`src/rtl/timer_pkg.sv`:
```
package timer_pkg;
  localparam int NUM_REGS = 6;

  typedef enum logic [2:0] {
    IDX_STATUS  = 3'd0,
    IDX_CTRL    = 3'd1,
    IDX_PER_LO  = 3'd2,
    IDX_PER_HI  = 3'd3,
    IDX_SNAP_LO = 3'd4,
    IDX_SNAP_HI = 3'd5
  } reg_idx_e;

  localparam int ST_TIMEOUT = 0;
  localparam int ST_RUN     = 1;

  localparam int CTL_IE     = 0;
  localparam int CTL_CONT   = 1;
  localparam int CTL_START  = 2;
  localparam int CTL_STOP   = 3;
endpackage

```
`src/rtl/timer_core.sv`:
```
module timer_core #(
  parameter int CNT_W = 32
) (
  input  logic             clk_i,
  input  logic             rst_ni,
  input  logic             start_i,
  input  logic             stop_i,
  input  logic             load_i,
  input  logic             cont_i,
  input  logic [CNT_W-1:0] period_i,
  output logic             run_o,
  output logic [CNT_W-1:0] cnt_o,
  output logic             timeout_o
);
  logic             run_q, run_d;
  logic [CNT_W-1:0] cnt_q, cnt_d;

  assign timeout_o = run_q && (cnt_q == '0);

  always_comb begin
    if (stop_i || load_i)             run_d = 1'b0;
    else if (start_i && !run_q)       run_d = 1'b1;
    else if (timeout_o && !cont_i)    run_d = 1'b0;
    else                              run_d = run_q;
  end

  always_comb begin
    if (load_i || timeout_o) cnt_d = period_i;
    else if (run_q)          cnt_d = cnt_q - 1'b1;
    else                     cnt_d = cnt_q;
  end

  always_ff @(posedge clk_i or negedge rst_ni) begin
    if (!rst_ni) begin
      run_q <= 1'b0;
      cnt_q <= '1;
    end else begin
      run_q <= run_d;
      cnt_q <= cnt_d;
    end
  end

  assign run_o = run_q;
  assign cnt_o = cnt_q;

  a_r6_load_stops: assert property (@(posedge clk_i) disable iff (!rst_ni)
    load_i |=> (!run_q && cnt_q == $past(period_i)));
  a_r5_stop: assert property (@(posedge clk_i) disable iff (!rst_ni)
    stop_i |=> !run_q);
  a_r5_start: assert property (@(posedge clk_i) disable iff (!rst_ni)
    (start_i && !stop_i && !load_i && !run_q) |=> run_q);
  a_r5_hold: assert property (@(posedge clk_i) disable iff (!rst_ni)
    (!run_q && !load_i) |=> (cnt_q == $past(cnt_q)));
  a_r7_decrement: assert property (@(posedge clk_i) disable iff (!rst_ni)
    (run_q && cnt_q != '0 && !load_i) |=> (cnt_q == $past(cnt_q) - 1'b1));
  a_r8_oneshot: assert property (@(posedge clk_i) disable iff (!rst_ni)
    (timeout_o && !cont_i) |=> (!run_q && cnt_q == $past(period_i)));
  a_r8_continuous: assert property (@(posedge clk_i) disable iff (!rst_ni)
    (timeout_o && cont_i && !stop_i && !load_i) |=> (run_q && cnt_q == $past(period_i)));
endmodule

```
`src/rtl/timer_regs.sv`:
```
module timer_regs
  import timer_pkg::*;
#(
  parameter int HALF_W = 16,
  parameter int ADDR_W = 5,
  parameter int DATA_W = 32,
  localparam int CNT_W = 2 * HALF_W,
  localparam int IDX_W = ADDR_W - 2
) (
  input  logic              clk_i,
  input  logic              rst_ni,
  input  logic              we_i,
  input  logic [ADDR_W-1:0] addr_i,
  input  logic [DATA_W-1:0] wdata_i,
  output logic [DATA_W-1:0] rdata_o,
  input  logic              run_i,
  input  logic [CNT_W-1:0]  cnt_i,
  input  logic              timeout_i,
  output logic              start_o,
  output logic              stop_o,
  output logic              load_o,
  output logic              cont_o,
  output logic [CNT_W-1:0]  period_o,
  output logic              flag_o,
  output logic              ie_o
);
  logic [IDX_W-1:0]    idx;
  logic [NUM_REGS-1:0] wr;
  logic                to_q, ie_q, cont_q;
  logic [HALF_W-1:0]   per_lo_q, per_hi_q, snap_lo_q, snap_hi_q;
  logic                snap_wr;

  assign idx = addr_i[ADDR_W-1:2];

  for (genvar k = 0; k < NUM_REGS; k++) begin : g_sel
    assign wr[k] = we_i && (idx == IDX_W'(k));
  end

  assign snap_wr = wr[IDX_SNAP_LO] || wr[IDX_SNAP_HI];
  assign start_o = wr[IDX_CTRL] && wdata_i[CTL_START];
  assign stop_o  = wr[IDX_CTRL] && wdata_i[CTL_STOP];
  assign load_o  = wr[IDX_PER_LO] || wr[IDX_PER_HI];

  // New period is visible to the core in the cycle of the write
  always_comb begin
    if (wr[IDX_PER_LO])      period_o = {per_hi_q, wdata_i[HALF_W-1:0]};
    else if (wr[IDX_PER_HI]) period_o = {wdata_i[HALF_W-1:0], per_lo_q};
    else                     period_o = {per_hi_q, per_lo_q};
  end

  always_ff @(posedge clk_i or negedge rst_ni) begin
    if (!rst_ni) begin
      to_q      <= 1'b0;
      ie_q      <= 1'b0;
      cont_q    <= 1'b0;
      per_lo_q  <= '0;
      per_hi_q  <= '0;
      snap_lo_q <= '0;
      snap_hi_q <= '0;
    end else begin
      // timeout beats a simultaneous clear
      if (timeout_i)               to_q <= 1'b1;
      else if (wr[IDX_STATUS])     to_q <= 1'b0;
      if (wr[IDX_CTRL]) begin
        ie_q   <= wdata_i[CTL_IE];
        cont_q <= wdata_i[CTL_CONT];
      end
      if (wr[IDX_PER_LO]) per_lo_q <= wdata_i[HALF_W-1:0];
      if (wr[IDX_PER_HI]) per_hi_q <= wdata_i[HALF_W-1:0];
      if (snap_wr) begin
        snap_lo_q <= cnt_i[HALF_W-1:0];
        snap_hi_q <= cnt_i[CNT_W-1:HALF_W];
      end
    end
  end

  always_comb begin
    rdata_o = '0;
    case (idx)
      IDX_W'(IDX_STATUS): begin
        rdata_o[ST_TIMEOUT] = to_q;
        rdata_o[ST_RUN]     = run_i;
      end
      IDX_W'(IDX_CTRL): begin
        rdata_o[CTL_IE]   = ie_q;
        rdata_o[CTL_CONT] = cont_q;
      end
      IDX_W'(IDX_PER_LO):  rdata_o[HALF_W-1:0] = per_lo_q;
      IDX_W'(IDX_PER_HI):  rdata_o[HALF_W-1:0] = per_hi_q;
      IDX_W'(IDX_SNAP_LO): rdata_o[HALF_W-1:0] = snap_lo_q;
      IDX_W'(IDX_SNAP_HI): rdata_o[HALF_W-1:0] = snap_hi_q;
      default:             rdata_o = '0;
    endcase
  end

  assign cont_o = cont_q;
  assign flag_o = to_q;
  assign ie_o   = ie_q;

  logic unused_bits;
  assign unused_bits = ^{addr_i[1:0], wdata_i[DATA_W-1:HALF_W]};

  a_r3_clear: assert property (@(posedge clk_i) disable iff (!rst_ni)
    (wr[IDX_STATUS] && !timeout_i) |=> !to_q);
  a_r3_sticky: assert property (@(posedge clk_i) disable iff (!rst_ni)
    timeout_i |=> to_q);
  a_r4_ctrl_store: assert property (@(posedge clk_i) disable iff (!rst_ni)
    wr[IDX_CTRL] |=> (ie_q == $past(wdata_i[CTL_IE]) && cont_q == $past(wdata_i[CTL_CONT])));
  a_r9_capture: assert property (@(posedge clk_i) disable iff (!rst_ni)
    snap_wr |=> ({snap_hi_q, snap_lo_q} == $past(cnt_i)));
  a_r1_unused_write: assert property (@(posedge clk_i) disable iff (!rst_ni)
    (we_i && idx >= IDX_W'(NUM_REGS)) |=>
      $stable({ie_q, cont_q, per_lo_q, per_hi_q, snap_lo_q, snap_hi_q}));
endmodule

```
`src/rtl/interval_timer.sv`:
```
module interval_timer
  import timer_pkg::*;
#(
  parameter int HALF_W = 16,
  parameter int ADDR_W = 5,
  parameter int DATA_W = 32
) (
  input  logic              clk_i,
  input  logic              rst_ni,
  input  logic              bus_we_i,
  input  logic [ADDR_W-1:0] bus_addr_i,
  input  logic [DATA_W-1:0] bus_wdata_i,
  output logic [DATA_W-1:0] bus_rdata_o,
  output logic              irq_o
);
  localparam int CNT_W = 2 * HALF_W;
  localparam int IDX_W = ADDR_W - 2;

  logic             start, stop, load, cont, run, timeout, flag, ie;
  logic [CNT_W-1:0] period, cnt;

  timer_regs #(.HALF_W(HALF_W), .ADDR_W(ADDR_W), .DATA_W(DATA_W)) u_regs (
    .clk_i     (clk_i),
    .rst_ni    (rst_ni),
    .we_i      (bus_we_i),
    .addr_i    (bus_addr_i),
    .wdata_i   (bus_wdata_i),
    .rdata_o   (bus_rdata_o),
    .run_i     (run),
    .cnt_i     (cnt),
    .timeout_i (timeout),
    .start_o   (start),
    .stop_o    (stop),
    .load_o    (load),
    .cont_o    (cont),
    .period_o  (period),
    .flag_o    (flag),
    .ie_o      (ie)
  );

  timer_core #(.CNT_W(CNT_W)) u_core (
    .clk_i     (clk_i),
    .rst_ni    (rst_ni),
    .start_i   (start),
    .stop_i    (stop),
    .load_i    (load),
    .cont_i    (cont),
    .period_i  (period),
    .run_o     (run),
    .cnt_o     (cnt),
    .timeout_o (timeout)
  );

  assign irq_o = flag && ie;

  logic [IDX_W-1:0] idx;
  assign idx = bus_addr_i[ADDR_W-1:2];

  // level holds unless software touches status or control
  a_r10_irq_level: assert property (@(posedge clk_i) disable iff (!rst_ni)
    (irq_o && !(bus_we_i && (idx == IDX_W'(IDX_STATUS) || idx == IDX_W'(IDX_CTRL))))
      |=> irq_o);
  a_r10_irq_rise: assert property (@(posedge clk_i) disable iff (!rst_ni)
    $rose(irq_o) |-> ie);
endmodule

```
`config.mk`:
```
export PLATFORM = sky130hd
export DESIGN_NAME = interval_timer
export DESIGN_NICKNAME = d
export VERILOG_FILES = /design/src/rtl/timer_pkg.sv /design/src/rtl/timer_core.sv /design/src/rtl/timer_regs.sv /design/src/rtl/interval_timer.sv
export SDC_FILE = /design/constraint.sdc
export NUM_CORES = 1
export LEC_CHECK = 0
export BUFFER_PORTS_ARGS = -buffer_cell sky130_fd_sc_hd__buf_2
export CORE_AREA = 2 2 114 89
export DETAILED_ROUTE_END_ITERATION = 16
export DIE_AREA = 0 0 116 91
export PLACE_DENSITY = 0.87
export SLEW_MARGIN = 20
export SYNTH_ARGS = -nofsm -noshare
export SYNTH_HDL_FRONTEND = slang
export SYNTH_HIERARCHICAL = 1
export SYNTH_SLANG_ARGS = --single-unit
```
`constraint.sdc`:
```
create_clock -name clk_i -period 4.19 [get_ports clk_i]
set_input_delay 0 -clock clk_i [delete_from_list [all_inputs] [get_ports clk_i]]
set_output_delay 0 -clock clk_i [all_outputs]
set_load 0.005 [all_outputs]
```
# Word-level counts from Yosys, hierarchy flattened
# Index checks and enable logic that the tools add are counted.
[word_totals]
register_bits = 100
[classes]
add_sub_neg = 1
n_eq_ne = 5
n_mux = 11
n_reduce_logical = 23
[ops]
columns = ["cell", "count"]
rows = [
  ["$mux W32", 4],
  ["$pmux W14 S4", 1],
  ["$logic_not A32 Y1", 1],
  ["$sub A32 B1 Y32 const B", 1],
  ["$logic_and A1 B1 Y1", 12],
  ["$pmux W2 S6", 1],
  ["$eq A3 B2 Y1 const B", 2],
  ["$eq A3 B3 Y1 const B", 2],
  ["$mux W1", 5],
  ["$logic_or A1 B1 Y1", 4],
  ["$reduce_bool A2 Y1", 2],
  ["$eq A3 B1 Y1 const B", 1],
  ["$logic_not A3 Y1", 1],
  ["$reduce_bool A3 Y1", 1],
  ["$logic_not A1 Y1", 2],
]

# Logic depth before layout (Yosys ltp)
# Gate-level depths: netlist of the first run.
[logic_depth]
depth_word = 6
depth_mapped = 8
depth_no_buf = 7

# Hierarchy
# Netlist of the first run, hierarchy kept.
[by_module_without_submodules]
columns = ["mod", "n_inst", "cells_each", "area_per_inst_um2", "seq_area_each_um2"]
rows = [
  ["timer_regs", 1, 242, 3373.2, 1676.6],
  ["timer_core", 1, 172, 2133.3, 865.8],
  ["interval_timer", 1, 1, 6.3, 0.0],
]

# Least setup slack after synthesis of the first run
# Ideal clock, no wire load.
[synth_timing]
kind = "reg-to-reg"
start = "register u_core.cnt_q[0], in the netlist u_core/cnt_o[0]"
end = "register u_core.cnt_q[0], in the netlist u_core/cnt_o[0]"
arrival_ns = 1.913
setup_slack_ns = 2.194
stages_incl_launch_ff = 9
n_path_buf = 1
synth_period_minus_slack_ns = 1.996
path_cell_list = "dfstp_2 -> inv_1 -> ha_1 -> and3b_1 -> nand4_2 -> nor3_4 -> nor2_2 -> buf_6 -> mux2_4"
[synth_via]
elab_chain_cells = 4
word_cells_on_any_way = 7
[synth_rtl]
columns = ["item", "line_no", "text"]
rows = [
  ["start, declared", "timer_core.sv:16", "logic [CNT_W-1:0] cnt_q, cnt_d;"],
  ["start signal, assigned", "timer_core.sv:39", "cnt_q <= cnt_d;"],
  ["$logic_not A32 Y1 *", "timer_core.sv:18", "assign timeout_o = run_q && (cnt_q == '0);"],
  ["$logic_and A1 B1 Y1 *", "timer_core.sv:18", ""],
  ["named net timeout", "interval_timer.sv:19", "logic start, stop, load, cont, run, timeout, flag, ie;"],
  ["$logic_or A1 B1 Y1 *", "timer_core.sv:28", "if (load_i || timeout_o) cnt_d = period_i;"],
  ["$mux W32 or $reduce_bool A2 Y1 (tied branches)", "n/a", ""],
]
# The timed path passes the listed nets; every way through them passes the cells marked *. The select of a mux whose other input is x is not followed.
# A chain may end at the register's enable or synchronous reset.

# Worst setup path after layout of the first run
[layout_timing]
start = "register u_core.cnt_q[0], in the netlist u_core/cnt_o[0]"
end = "register u_core.cnt_q[5], in the netlist u_core/cnt_o[5]"
# The elaborated chain is that of the path after synthesis.

==> impl_metrics.yaml, run 1 <==
worst_hold_path:
  hold_end: "u_regs/flag_o"
  whs_path_depth: 3
  worstHoldPathType: "input port to flip-flop"
  hp-start: "bus_we_i"
routing:
  drc: 0
  viasPerCell: 5.730
  firstDrtPassIters: 4
  wirelength_um: 11260
  ant_nets: 0
  drtIter0Drc: 218
  vias: 3461
  wire_per_inst_um: 18.64
setup_path:
  startpoint_type: "flip-flop"
  timing.rr.start: "u_core/cnt_o[0]"
  crit_required_ps: 4460
  path_cells: "inv_1 -> ha_1 -> and3b_1 -> nand4_2 -> nor3_4 -> nor2_4 -> buf_4 -> mux2_4"
  path_buf_inv: 2
  worstSetupPathType: "flip-flop to flip-flop"
  r2r_cells: 8
  regToRegSetupSlack_ps: 1400
  cp-end-kind: "flip-flop"
  arrival_ps: 3060
  cp_slowest_cell: "dfstp_2"
  crit_fanout: 18
  r2r_end: "u_core/cnt_o[5]"
  cpLargestDelayFamily: "simple AND/OR/NAND/NOR gates"
  cp_slowest_stage_delay_ps: 610
layout:
  area_growth_pct: 13.75
  diodes: 0
  layout_commonest_cell: "mux2_2"
  fillers: 664
  drive_gt1_frac: 0.4492
  nets: 508
  final_cell_mix: "73 x mux2_2, 68 x dfrtp_1, 37 x buf_2"
global_routing:
  grt_max_degree: 57
  track_usage: 0.2262
  grt_busiest_layer: "met2"
  gr-usage-met2: 0.3431
  overflow: 0
  use_met3: 0.05474
  use_met1: 0.3194
  antenna_found_initial: 0
  first_global_vias: 3548
  grt_pass1_wl_um: 18330
floorplan:
  core_area_um2: 9387
  row_count: 31
  io_pins: 73
  initial_core_util: 0.5873
  die_y_um: 91
  die_w_um: 116
  dieArea_um2: 10560
power_and_ir_drop:
  comb_power_share: 0.262
  power.clock.fraction: 0.269
  p_int_mw: 2.641
  swShare: 0.2886
  power.share.sequential: 0.469
  power.leakage_nw: 2.898
  pwr_density_cell_nw_per_um2: 592.0
  p_sw_mw: 1.071
  ir_drop_v: 0.0003662
place:
  hpwl_um: 7487
  portBuffers: 38
  place.gp.congestion: 0.7959
timing:
  period_minus_slack_ps: 2791
  worst_slew_pin_slew_ps: 881.6
  fmax_mhz: 358.3
  rsz0062_at_grt: "no"
  fin_tns_setup_ps: 0
  slew_violations: 0
  finalSetupViolCount: 0
  period_share: 0.6662
  fin_hold_ws_ps: 100.2
  finalClockSkew_ps: 9.067
  slew_headroom: 0.4123
  finalHoldViolations: 0
clocking:
  cts.path.max_buffers: 2
  cts_tree: "built"
  path_clk_slew_ps: 70
  htree_levels: 3
  cts.sinks: 100
  root_buffer: "clkbuf_16"
  post-cts-setup-buffers: 0
  insertion_delay_ps: 350
  cts_buffers: 9
logic_synthesis:
  syn_inst: 415
  synth_edf_count: 0
  ys_seq_area_frac: 0.4612
  syn-mean-instance-area_um2: 13.28
  synth_flop_cell: "dfrtp_1"
  ys_warn_count: 6
  async_reset_ff_frac: 1.000
  synth-seq-cells: 100
  syn_area_um2: 5513
  yosys.cell_types.count: 48
run_status:
  outcome: "finished clean"
flow_run:
  max-cap-violations: 0
## repair_timing
action / 4_1_cts / 5_1_grt
gates resized for setup: 0 / 0
endpoints found under the hold margin: 65 / 0
endpoints found under the setup margin: 0 / 0
hold buffers: 17 / 0
## per-layer routing
| metal | wire length [um] | part of all wire |
|---|---|---|
| met1 | 5336 | 0.47 |
| met2 | 5084 | 0.45 |
| met3 | 590 | 0.052 |
| met4 | 244 | 0.022 |
| met5 | 0 | 0 |
## state kept, by name, indices dropped and copies added (netlist names)
signal            flops
u_regs/ie_o           1
u_core/run_o          1
u_regs/per_lo_q      16
u_regs/cont_o         1
u_regs/snap_lo_q     16
u_regs/snap_hi_q     16
u_core/cnt_o         32
u_regs/per_hi_q      16
u_regs/flag_o         1
## synth_stat cells (2+ instances only)
| cell | instances | area, um^2 |
|---|---|---|
| mux2i_1 | 31 | 310.3 |
| nor3_1 | 12 | 60.06 |
| o22ai_1 | 14 | 87.58 |
| mux2_2 | 73 | 822.0 |
| dfrtp_1 | 68 | 1702 |
| nand2b_1 | 4 | 25.02 |
| xnor2_1 | 6 | 52.55 |
| and2_1 | 3 | 18.77 |
| buf_2 | 8 | 40.04 |
| mux4_2 | 2 | 45.04 |
| dfstp_2 | 32 | 840.8 |
| nand3_1 | 5 | 25.02 |
| inv_1 | 4 | 15.01 |
| nor4_1 | 8 | 50.05 |
| buf_4 | 20 | 150.1 |
| nor3_2 | 4 | 40.04 |
| or4_1 | 2 | 15.01 |
| nand3b_1 | 3 | 22.52 |
| nor3b_1 | 2 | 15.01 |
| mux2_1 | 10 | 112.6 |
| buf_6 | 3 | 33.78 |
| or3_1 | 2 | 12.51 |
| xor2_1 | 25 | 219.0 |
| clkbuf_1 | 3 | 11.26 |
| nand2_1 | 5 | 18.77 |
| o2bb2ai_1 | 2 | 17.52 |
| mux2_4 | 30 | 450.4 |
| nor2_1 | 14 | 52.55 |
## worst max path at each step
stage	endpoint	slack [ps]	startpoint	cells after the start
CTS	u_core/cnt_o[5]	1420	u_core/cnt_o[0]	8
global route	u_core/cnt_o[22]	1290	u_core/cnt_o[0]	8
detailed placement	u_core/cnt_o[5]	1450	u_core/cnt_o[0]	8
global placement	u_core/cnt_o[3]	1500	u_core/cnt_o[0]	8
finish	u_core/cnt_o[5]	1400	u_core/cnt_o[0]	8
floorplan	u_core/cnt_o[0]	2190	u_core/cnt_o[0]	8
## cell families (layout without fill, tap and decap cells)
group	after synthesis	after routing	share of synthesized area
muxes	146	146	0.3157
DFF	100	100	0.4612
and+or+nand+nor	79	79	0.09986
buffers and inverters	39	81	0.04902
xor gates and xnor gates	31	31	0.04925
AOI/OAI and AO/OA	18	18	0.02202
adders and majority gates	1	1	0.002269
other	1	16	0.0006802
## per-stage QoR
stage               utilization  cell area [um^2]  total power, mW  setup WS (ps)  cells
floorplan                     -              5569            2.432           2194    430
global placement         0.6112              5737            2.628           1502    571
detailed placement       0.6112              5737            2.703           1450    571
CTS                      0.6681              6271            3.727           1424    604
global route             0.6681              6271            3.902           1292    604
finish                   0.6681              6271            3.713           1399    604
## power groups by stage
stage          Clock (mW)  Combinational, mW  Sequential, mW
2_1_floorplan           0              0.780            1.65
3_3_place_gp            0              0.913            1.71
3_5_place_dp            0              0.951            1.75
4_1_cts              1.01              0.975            1.74
5_1_grt              1.05               1.06            1.79
6_report            0.998              0.973            1.74
## layout make-up
class / count / area [um^2] / area share
Inverter: 4 / 15.01 / 0.002394
Timing Repair Buffer: 61 / 407.9 / 0.06504
Clock inverter: 7 / 138.9 / 0.02215
Tap cell: 132 / 165.2 / 0.02634
Sequential cell: 100 / 2542 / 0.4054
Clock buffer: 9 / 225.2 / 0.03591
Multi-Input combinational cell: 291 / 2776 / 0.4427
## tightest hold or removal path: cells and delay by family
family	cells	cell delay [ps]
AO/OA/AOI/OAI	1	110
buffers and inverters	1	140
AND/OR/NAND/NOR	1	170
Note: power is estimated with default switching activity, not from simulation.
==> inputs of run 2 (changes only) <==
Settings changed: ABC_AREA from default to 1, CORE_AREA 2 2 114 89 to 2 2 119 92, DIE_AREA 0 0 116 91 to 0 0 121 94, PLACE_DENSITY 0.87 to 0.85.
Clock period 4.19 ns to 2.75 ns, I/O delays scaled along.
==> run 2 against run 1 <==
Net effect: cell count rose by 63%; clock power increased by 21%; synthesized cell count is 93% higher; via count rose by 61%; first-iteration DRC count rose to 3.2 times the previous value; non-clock buffer count grew 7.
==> impl_metrics.yaml, run 2 <==
place:
  dp_cells: 950
  dpl_cell_area_um2: 6078
  portBuffers: 38
  hpwl_um: 11160
  place.gp.congestion: 1.026
global_routing:
  grt_max_degree: 60
  grt_pass1_wl_um: 26770
  track_usage: 0.3037
  first_global_vias: 5193
  overflow: 0
  antenna_found_initial: 1
clocking:
  path_clk_slew_ps: 70
  htree_levels: 3
  cts_tree: "built"
  insertion_delay_ps: 340
  cts.path.max_buffers: 2
  cts_resized: 0
  cts_buffers: 9
  root_buffer: "clkbuf_16"
  cts.sinks: 100
layout:
  largest_reg_flops: 32
  multi_input_area_um2: 2824
  area_growth_pct: 11.43
  diodes: 0
  fin_cells: 982
  register_area_um2: 2542
  nets: 882
  fillers: 874
  final_cell_mix: "275 x nand2_1, 80 x nand3_1, 73 x nor2_1"
  drive_gt1_frac: 0.1489
  layout_commonest_cell: "nand2_1"
  final_cell_area_um2: 6528
  finish.utilization: 0.6444
timing:
  finalHoldViolations: 0
  slew_violations: 0
  fin_tns_setup_ps: 0
  worst_slew_pin_slew_ps: 677.0
  period_minus_slack_ps: 2150
  finalClockSkew_ps: 10.98
  slew_headroom: 0.5487
  finalSetupViolCount: 0
  rsz0062_at_grt: "no"
  fmax_mhz: 465.2
  fin_hold_ws_ps: 11.01
  period_share: 0.7817
logic_synthesis:
  synthSimpleGateAreaFrac: 0.3740
  syn_area_um2: 5858
  syn_inst: 800
  synthTopCellsByArea: "dfrtp_1 29%, nand2_1 18%, dfstp_2 14%"
  syn-mean-instance-area_um2: 7.323
  synth_mux_area_frac: 0
  synth_most_common_cell: "nand2_1"
  ys_warn_count: 6
  synth_top_cells_by_count: "275 x nand2_1, 80 x nand3_1, 73 x nor2_1"
  synth_top_family_by_area: "simple AND/OR/NAND/NOR gates"
  synth_flop_cell: "dfrtp_1"
  synth_edf_count: 0
  ys_seq_area_frac: 0.4340
  synth-seq-cells: 100
  synth-xor-area-share: 0.02990
  synth_adder_area_share: 0.002136
  async_reset_ff_frac: 1.000
  yosys.cell_types.count: 35
  synth_top_area_frac: 0.2905
  synth_largest_area_cell: "dfrtp_1"
  synth_compound_area_frac: 0.06578
setup_path:
  r2r_cells: 11
  startpoint_type: "flip-flop"
  arrival_ps: 2420
  regToRegSetupSlack_ps: 600
  crit_start: "u_core/cnt_o[0]"
  worstSetupPathType: "flip-flop to flip-flop"
  cp_slowest_cell: "dfstp_2"
  cp-end-kind: "flip-flop"
  crit_fanout: 28
  cpLargestDelayFamily: "simple AND/OR/NAND/NOR gates"
  r2r_end: "u_core/cnt_o[11]"
  crit_required_ps: 3030
  cp_slowest_stage_delay_ps: 560
  path_buf_inv: 1
  path_cells: "inv_1 -> ha_1 -> nand2_2 -> nor2_8 -> nand2_4 -> nor2_8 -> nand2_4 -> nand2_8 -> nor2_4 -> nand2_1 -> nand3_1"
  timing.rr.start: "u_core/cnt_o[0]"
run_status:
  outcome: "finished clean"
worst_hold_path:
  hold_end: "u_regs/per_hi_q[3]"
  hp-start: "bus_wdata_i[3]"
  worstHoldPathType: "input port to flip-flop"
  whs_path_depth: 3
routing:
  drc: 0
  viasPerCell: 5.682
  ant_nets: 0
  wire_per_inst_um: 16.71
  firstDrtPassIters: 5
  drtIter0Drc: 697
  vias: 5580
  wirelength_um: 16410
floorplan:
  io_pins: 73
  die_y_um: 94
  initial_core_util: 0.5783
  die_w_um: 121
  dieArea_um2: 11370
  row_count: 32
  core_area_um2: 10130
power_and_ir_drop:
  power.clock.fraction: 0.218
  power.leakage_nw: 3.263
  pwr_density_cell_nw_per_um2: 852.6
  swShare: 0.3952
  ir_drop_v: 0.0004897
  p_int_mw: 3.366
  power.share.sequential: 0.467
  comb_power_share: 0.315
  p_sw_mw: 2.200
flow_run:
  max-cap-violations: 0
==> run 2: cell types whose count changed after synthesis, sizes merged, moves of 37 or more <==
cell / previous run / this run
nor2: 15 / 86
nand4: 2 / 39
nand2: 5 / 283
mux2: 113 / 0
o21ai: 0 / 58
nand3: 6 / 81
inv: 4 / 60
==> run 2: cell families (layout without fill, tap and decap cells) <==
family          after synthesis  in the layout
compound gates               72             72
flops                       100            100
xor+xnor                     20             20
simple gates                492            492
fa+ha+maj                     1              1
other cells                   1             16
buf+inv                     114            145
==> run 2: power by group through the flow <==
stage	combinational (mW)	sequential, mW	clock, mW
after floorplan	1.33	2.43	0
after global placement	1.64	2.58	0
after detailed placement	1.69	2.60	0
after CTS	1.72	2.58	1.22
after global routing	1.99	2.66	1.28
final	1.75	2.60	1.21
==> run 2: area by class of cell <==
cell class                      count  area share
Multi-Input combinational cell    601      0.4326
Sequential cell                   100      0.3895
Timing Repair Buffer               68     0.07207
Inverter                           61     0.03546
Clock buffer                       10     0.03508
Tap cell                          136     0.02607
Clock inverter                      6    0.009201
==> run 2: stage by stage <==
stage,power [mW],setup WS [ps]
final,5.565,600.4
after global placement,4.226,712.7
after global routing,5.933,515.7
after CTS,5.517,644.4
after detailed placement,4.288,683.2
after floorplan,3.760,1059
==> run 2: worst register-to-register path, stage by stage (launching register included) <==
cell and delay, ps:
dfstp_2 560, inv_1 60, ha_1 230, nand2_2 150
nor2_8 80, nand2_4 90, nor2_8 50, nand2_4 90
nand2_8 160, nor2_4 370, nand2_1 130, nand3_1 120
==> run 2: timing repair <==
| action | in CTS | in global routing |
|---|---|---|
| buffers inserted | 0 | 0 |
| hold endpoints to repair | 46 | 0 |
| hold buffers | 16 | 0 |
==> run 2: worst max-delay path by stage <==
| stage | to | cells after the start |
|---|---|---|
| finish | u_core/cnt_o[11] | 11 |
| global route | u_core/cnt_o[11] | 11 |
| CTS | u_core/cnt_o[11] | 11 |
| detailed placement | u_core/cnt_o[9] | 11 |
| global placement | u_core/cnt_o[28] | 11 |
| floorplan | u_core/cnt_o[4] | 12 |
==> run 2: layer usage <==
| layer | share of wire | GRT usage |
|---|---|---|
| met1 | 0.45 | 0.4404 |
| met2 | 0.43 | 0.4593 |
| met3 | 0.11 | 0.08010 |
| met5 | 0.00067 | 0 |
| met4 | 0.014 | 0.06298 |
